File: src/rtl/tdc_pkg.sv
package tdc_pkg;

  // Strobes from control to datapath
  typedef struct packed {
    logic latchStart;  // capture start stamp this cycle
    logic latchStop;   // capture stop stamp and form the code this cycle
  } tdcCtrl_t;

  typedef enum logic [1:0] {
    ST_IDLE  = 2'd0,
    ST_ARMED = 2'd1,
    ST_HOLD  = 2'd2
  } tdcState_t;

endpackage

File: src/rtl/tdc_sync.sv
module tdc_sync #(
  parameter int STAGES = 2
) (
  input  logic clk,
  input  logic rstN,
  input  logic din,
  output logic dout
);

  logic [STAGES-1:0] chain;

  always_ff @(posedge clk) begin
    if (!rstN) chain <= '0;
    else       chain <= {chain[STAGES-2:0], din};
  end

  assign dout = chain[STAGES-1];

endmodule

File: src/rtl/tdc_datapath.sv
module tdc_datapath
  import tdc_pkg::*;
#(
  parameter int CNT_W       = 5,
  parameter int OUT_W       = 6,
  parameter int SYNC_STAGES = 2
) (
  input  logic             clk,
  input  logic             rstN,
  input  logic             trigIn,
  input  logic             strobeIn,
  input  tdcCtrl_t         ctl,
  output logic             trigRise,
  output logic             strobeRise,
  output logic [OUT_W-1:0] code
);

  localparam int N_IN = 2;  // index 0 = trigger, 1 = strobe

  logic [N_IN-1:0] rawIn;
  logic [N_IN-1:0] syncIn;
  logic [N_IN-1:0] syncPrev;
  logic [N_IN-1:0] riseIn;

  assign rawIn = {strobeIn, trigIn};

  // Equal-depth synchronisers so the fixed latency cancels in the difference
  for (genvar gi = 0; gi < N_IN; gi++) begin : g_in
    tdc_sync #(.STAGES(SYNC_STAGES)) u_sync (
      .clk  (clk),
      .rstN (rstN),
      .din  (rawIn[gi]),
      .dout (syncIn[gi])
    );
  end

  always_ff @(posedge clk) begin
    if (!rstN) syncPrev <= '0;
    else       syncPrev <= syncIn;
  end

  assign riseIn     = syncIn & ~syncPrev;
  assign trigRise   = riseIn[0];
  assign strobeRise = riseIn[1];

  // Free-running time base
  logic [CNT_W-1:0] stampCnt;
  logic [CNT_W-1:0] startStamp;
  logic [CNT_W-1:0] intervalMod;
  logic [OUT_W-1:0] codeQ;

  always_ff @(posedge clk) begin
    if (!rstN) stampCnt <= '0;
    else       stampCnt <= stampCnt + 1'b1;
  end

  always_ff @(posedge clk) begin
    if (!rstN)               startStamp <= '0;
    else if (ctl.latchStart) startStamp <= stampCnt;
  end

  // Modulo 2^CNT_W difference: wraparound between stamps cancels
  assign intervalMod = stampCnt - startStamp;

  always_ff @(posedge clk) begin
    if (!rstN)              codeQ <= '0;
    else if (ctl.latchStop) codeQ <= OUT_W'(intervalMod);
  end

  assign code = codeQ;

  // a start stamp is only taken on a detected trigger edge
  p_start_on_edge_r2: assert property (@(posedge clk) disable iff (!rstN)
    ctl.latchStart |-> trigRise);

  // a stop stamp is only taken on a detected strobe edge
  p_stop_on_edge_r3: assert property (@(posedge clk) disable iff (!rstN)
    ctl.latchStop |-> strobeRise);

  // the code is cleared by reset
  p_reset_code_r1: assert property (@(posedge clk)
    !rstN |=> (code == '0));

endmodule

File: src/rtl/tdc_control.sv
module tdc_control
  import tdc_pkg::*;
(
  input  logic     clk,
  input  logic     rstN,
  input  logic     trigRise,
  input  logic     strobeRise,
  input  logic     ackIn,
  output tdcCtrl_t ctl,
  output logic     resultValid,
  output logic     done
);

  tdcState_t state, stateNext;
  logic      doneQ;

  always_comb begin
    ctl       = '0;
    stateNext = state;
    unique case (state)
      ST_IDLE: begin
        if (trigRise) begin
          ctl.latchStart = 1'b1;
          stateNext      = ST_ARMED;
        end
      end
      ST_ARMED: begin
        // strictly later than the start cycle, since start happens in IDLE
        if (strobeRise) begin
          ctl.latchStop = 1'b1;
          stateNext     = ST_HOLD;
        end
      end
      ST_HOLD: begin
        if (ackIn) stateNext = ST_IDLE;
      end
      default: stateNext = ST_IDLE;
    endcase
  end

  always_ff @(posedge clk) begin
    if (!rstN) begin
      state <= ST_IDLE;
      doneQ <= 1'b0;
    end else begin
      state <= stateNext;
      doneQ <= ctl.latchStop;
    end
  end

  assign resultValid = (state == ST_HOLD);
  assign done        = doneQ;

  // done never lasts two cycles
  p_done_single_r5: assert property (@(posedge clk) disable iff (!rstN)
    done |=> !done);

  // a trigger edge while armed does not restart or leave the armed state
  p_armed_ignores_trig_r7: assert property (@(posedge clk) disable iff (!rstN)
    (state == ST_ARMED) && trigRise && !strobeRise |=> (state == ST_ARMED));

  // an acknowledge while idle leaves the block idle without a result
  p_idle_ack_r8: assert property (@(posedge clk) disable iff (!rstN)
    (state == ST_IDLE) && ackIn && !trigRise |=> !resultValid && !done);

endmodule

File: src/rtl/phase_tdc.sv
module phase_tdc
  import tdc_pkg::*;
#(
  parameter int CNT_W       = 5,
  parameter int OUT_W       = 6,
  parameter int SYNC_STAGES = 2
) (
  input  logic             clk,
  input  logic             rstN,
  input  logic             trigIn,
  input  logic             strobeIn,
  input  logic             ackIn,
  output logic [OUT_W-1:0] code,
  output logic             resultValid,
  output logic             done
);

  tdcCtrl_t ctl;
  logic     trigRise;
  logic     strobeRise;

  tdc_datapath #(
    .CNT_W       (CNT_W),
    .OUT_W       (OUT_W),
    .SYNC_STAGES (SYNC_STAGES)
  ) u_datapath (
    .clk        (clk),
    .rstN       (rstN),
    .trigIn     (trigIn),
    .strobeIn   (strobeIn),
    .ctl        (ctl),
    .trigRise   (trigRise),
    .strobeRise (strobeRise),
    .code       (code)
  );

  tdc_control u_control (
    .clk         (clk),
    .rstN        (rstN),
    .trigRise    (trigRise),
    .strobeRise  (strobeRise),
    .ackIn       (ackIn),
    .ctl         (ctl),
    .resultValid (resultValid),
    .done        (done)
  );

  // the done pulse comes with the held result
  p_done_valid_r5: assert property (@(posedge clk) disable iff (!rstN)
    done |-> resultValid);

  // without acknowledge the result and its code are held
  p_hold_stable_r6: assert property (@(posedge clk) disable iff (!rstN)
    resultValid && !ackIn |=> resultValid && $stable(code));

  // an acknowledge clears the hold
  p_ack_clears_r6: assert property (@(posedge clk) disable iff (!rstN)
    resultValid && ackIn |=> !resultValid);

  // bits above the counter width stay zero
  p_upper_zero_r4: assert property (@(posedge clk) disable iff (!rstN)
    resultValid |-> ((code >> CNT_W) == '0));

endmodule

File: config.mk
export PLATFORM = sky130hd
export DESIGN_NAME = phase_tdc
export DESIGN_NICKNAME = d
export VERILOG_FILES = /design/src/rtl/tdc_pkg.sv /design/src/rtl/tdc_sync.sv /design/src/rtl/tdc_datapath.sv /design/src/rtl/tdc_control.sv /design/src/rtl/phase_tdc.sv
export SDC_FILE = /design/constraint.sdc
export NUM_CORES = 1
export LEC_CHECK = 0
export BUFFER_PORTS_ARGS = -buffer_cell sky130_fd_sc_hd__buf_2
export CORE_MARGIN = 2
export CORE_UTILIZATION = 50
export DETAILED_ROUTE_END_ITERATION = 10
export GPL_TIMING_DRIVEN = 0
export HOLD_SLACK_MARGIN = 0.02
export PLACE_DENSITY = 0.7
export SLEW_MARGIN = 10
export SYNTH_ARGS = -nofsm -noshare
export SYNTH_HDL_FRONTEND = slang
export SYNTH_SLANG_ARGS = --single-unit
File: constraint.sdc
create_clock -name clk -period 3.07 [get_ports clk]
set_input_delay 0.614 -clock clk [delete_from_list [all_inputs] [get_ports clk]]
set_output_delay 0.614 -clock clk [all_outputs]
set_load 0.005 [all_outputs]
==> run summary <==
STATUS
-----------------------------------------------------------------------------------------------
Outcome .......................................................................... complete, no violations

LOGIC SYNTHESIS
-----------------------------------------------------------------------------------------------
EDFF count, synth ................................................................            0
Number of warning messages in the yosys log ......................................            0
Share of the synthesized area in the top cell type ...............................       0.4544
Predominant post-synthesis flop cell .............................................      dfxtp_1
Proportion of synthesized chip area in sequential cells ..........................       0.4544
Synth Register Bits ..............................................................           24
Largest area contributor in the synthesized netlist ..............................      dfxtp_1
Mean post-synth cell area ........................................................   10.68 um^2
Total standard cell area after synthesis .........................................    1057 um^2
Mapped Cells .....................................................................           99
Xor-xnor portion of the synthesized cell area ....................................      0.04142
Share of the synthesized area in compound gates (AO/OA/AOI/OAI) ..................      0.07811
Area contributors post-synth ..................................................... dfxtp_1 45%, and2_1 5.9%, ha_1 5.9%
Proportion of synthesized flip-flops having asynchronous set or reset ............            0
Largest family of logic cells by synthesized area ................................ simple AND/OR/NAND/NOR gates
Adder and majority cell fraction of the synthesized area .........................      0.07811
Count of distinct cell types in the synthesized netlist ..........................           31
Mux contribution to synthesized area .............................................      0.05680
Syn nets .........................................................................          110
Share of synthesized cell area in and, or, nand and nor gates ....................       0.2414

CELLS AND AREA
-----------------------------------------------------------------------------------------------
Diode insertion count for antenna repair .........................................            0
Most used cells in the layout excluding fill and tap cells ....................... 24 x dfxtp_1, 11 x buf_2, 10 x and2_1
Core utilization of the finished layout ..........................................       0.5966
Final net count ..................................................................          126
Proportion of layout cells with a drive suffix above 1 ...........................       0.2018
Most common cell after layout, fill and taps aside ...............................      dfxtp_1
Cell area after layout ...........................................................    1182 um^2
Layout filler cell count .........................................................          174
Area Growth Syn to Fin ...........................................................       11.83%
Cell Count, Final, Fillers Out ...................................................          141

STA
-----------------------------------------------------------------------------------------------
Fraction of the cycle the final worst path needs .................................       0.5393
Setup repair after global routing missed its margin ..............................           no
Count of final hold-check violations .............................................            0
Slew @ Worst Pin .................................................................     605.3 ps
Number of pins with negative max-slew slack in the final report ..................            0
Post-route minimum period ........................................................      1656 ps
Clock Skew .......................................................................     3.419 ps
Worst relative slew slack ........................................................       0.5943
Top achievable clock speed .......................................................    604.0 MHz
Total negative slack .............................................................         0 ps
Setup-violating endpoint count in the final report ...............................            0
Worst path setup slack after routing .............................................      1414 ps

WORST HOLD PATH
-----------------------------------------------------------------------------------------------
Worst min path class .............................................................      reg2reg

PLACED DESIGN
-----------------------------------------------------------------------------------------------
Placer congestion estimate .......................................................       0.7594
Post-DP Area .....................................................................    1146 um^2
Hpwl dp ..........................................................................     1.174 mm
Placed Cells incl. Taps ..........................................................          137
Minimum setup slack after placement ..............................................      1468 ps
PortBufs .........................................................................           11

GRT
-----------------------------------------------------------------------------------------------
Number of antenna violations at the first check in global routing ................            0
Layer with the highest usage .....................................................         met2
Wire length of the first global-routing pass .....................................     2.697 mm
Global-route congestion overflow total ...........................................            0
Met2 global-route usage ..........................................................       0.2215
Pin count of the biggest net entering global routing .............................           14
Via count of the first global-routing pass .......................................          619
Met3 usage .......................................................................      0.03636
Overall Global Routing Usage .....................................................       0.1457
Met1 track demand over resource ..................................................       0.1913

CLOCKING
-----------------------------------------------------------------------------------------------
Clock latency at the later pin of the worst-skew pair ............................       300 ps
Clock tree sinks .................................................................           24
Cell at the root of the clock tree ...............................................     clkbuf_4
Number of setup buffers added after CTS ..........................................            0
TritonCTS clock tree .............................................................        built
Clock input transition at the sequential cells of the worst setup and hold paths .       120 ps
TritonCTS Buffers ................................................................            3
Number of H-tree levels ..........................................................            1
Number of hold buffers added after CTS ...........................................            0
PostCTS Resize Cnt ...............................................................            0
Clock Tree Buf Depth .............................................................            2

FLOORPLANNING
-----------------------------------------------------------------------------------------------
Standard cell core area ..........................................................    1982 um^2
Vertical die dimension ...........................................................     49.99 um
Io pins ..........................................................................           13
DIE AREA .........................................................................    2499 um^2
Die W ............................................................................     49.99 um
Row Count ........................................................................           16
Effective utilization at floorplan ...............................................       0.5335

ROUTE
-----------------------------------------------------------------------------------------------
Post-detailed-route wirelength per cell ..........................................     11.20 um
Total detailed-routing wirelength ................................................     1.579 mm
Number of remaining DRC errors ...................................................            0
Number of design-rule violations left by the first detailed-router iteration .....            1
Via density per instance .........................................................        4.716
1st-pass router iterations .......................................................            2
Count of antenna-violating nets left after detailed routing ......................            0
Number of vias after detailed routing ............................................          665

CRITICAL PATH
-----------------------------------------------------------------------------------------------
Required time at the worst-slack endpoint ........................................      2460 ps
Slowest CP cell ..................................................................      dfxtp_1
Signal arrival time at the worst endpoint ........................................      1040 ps
Critical path endpoint category ..................................................  output port
Type of origin of the critical path ..............................................         flop
Crit-path max FO .................................................................            5
Crit path cell chain ............................................................. and2b_1 > buf_2
Worst stage delay on the critical path ...........................................       410 ps
Crit Path Class ..................................................................      reg2out

PWR
-----------------------------------------------------------------------------------------------
Leak pwr ......................................................................... 0.0005105 uW
Power density over the cells ..................................................... 452.9 nW/um^2
Worst IR Drop VDD ................................................................     271.9 uV

JOB
-----------------------------------------------------------------------------------------------
Max-capacitance violation count ..................................................            0

[metal layers]
metal	up-vias	part of all wire
li1	356	-
met1	299	0.51
met2	8	0.45
met3	2	0.027
met4	0	0.0082
met5	-	0
[registers in the layout, summed over array words and instances (netlist names)]
register / count
u_datapath.stampCnt: 5
u_datapath.syncPrev: 2
u_control.state: 2
u_datapath.g_in.u_sync.chain: 4
u_control.done: 1
u_datapath.startStamp: 5
u_datapath.code: 5
[synth_stat cells (2+ instances only)]
cell type and count:
nand3b_1 2, xnor2_1 3, xor2_1 2, nand3_1 5, o21a_1 2, nor2b_1 9
nand2b_4 2, mux2i_1 6, dfxtp_1 24, inv_1 6, o211a_1 2, nand2_1 2
a21oi_1 3, and2_1 10, ha_1 5
[final cells by class]
type                            instances  area (um^2)  share of cell area
Multi-Input combinational cell         65        528.0              0.4466
Sequential cell                        24        480.5              0.4064
Timing Repair Buffer                   11        55.05             0.04656
Clock buffer                            4        36.28             0.03069
Tap cell                               27        33.78             0.02857
Buffer                                  4        26.28             0.02222
Inverter                                6        22.52             0.01905
[worst max-delay path, delay by kind of cell (launching register included)]
kind	cells	cell delay (ps)
DFF	1	410
and+or+nand+nor	1	200
buffers and inverters	1	120
[path summary, 6_finish.rpt]
check	from	to	slack [ps]	cells past startpoint
hold / removal	u_datapath.g_in[1].u_sync.chain[0]	u_datapath.g_in[1].u_sync.chain[1]	450	1
hold reg to reg	u_datapath.g_in[1].u_sync.chain[0]	u_datapath.g_in[1].u_sync.chain[1]	450	1
setup reg to reg	u_datapath.stampCnt[0]	u_datapath.code[4]	1460	8
setup / recovery	u_control.state[0]	resultValid	1410	2
[metrics by stage]
step / hold WS (ps) / power, uW
final: 445.8 / 535.5
after global routing: 464.6 / 563.2
after CTS: 447.5 / 541.6
after detailed placement: 417.7 / 380.3
after global placement: 415.9 / 378.5
after floorplan: 411.9 / 367.4
[kinds of logic (layout without fill, tap and decap cells)]
kind of cell | Yosys count | count (layout)
AOI/OAI and AO/OA | 10 | 10
xor gates and xnor gates | 5 | 5
adders and majority gates | 6 | 6
buffers and inverters | 10 | 25
DFF | 24 | 24
muxes | 6 | 6
other | 1 | 1
and+or+nand+nor | 37 | 37
[power breakdown]
| group | switching, uW | internal, uW | total [uW] | leakage, uW |
|---|---|---|---|---|
| Sequential | 8.22 | 320 | 328 | 0.000195 |
| Combinational | 21.1 | 23.4 | 44.5 | 0.000294 |
| Clock | 90.4 | 72.3 | 163 | 0.0000210 |
No activity file was read; power rests on OpenSTA's default activity.
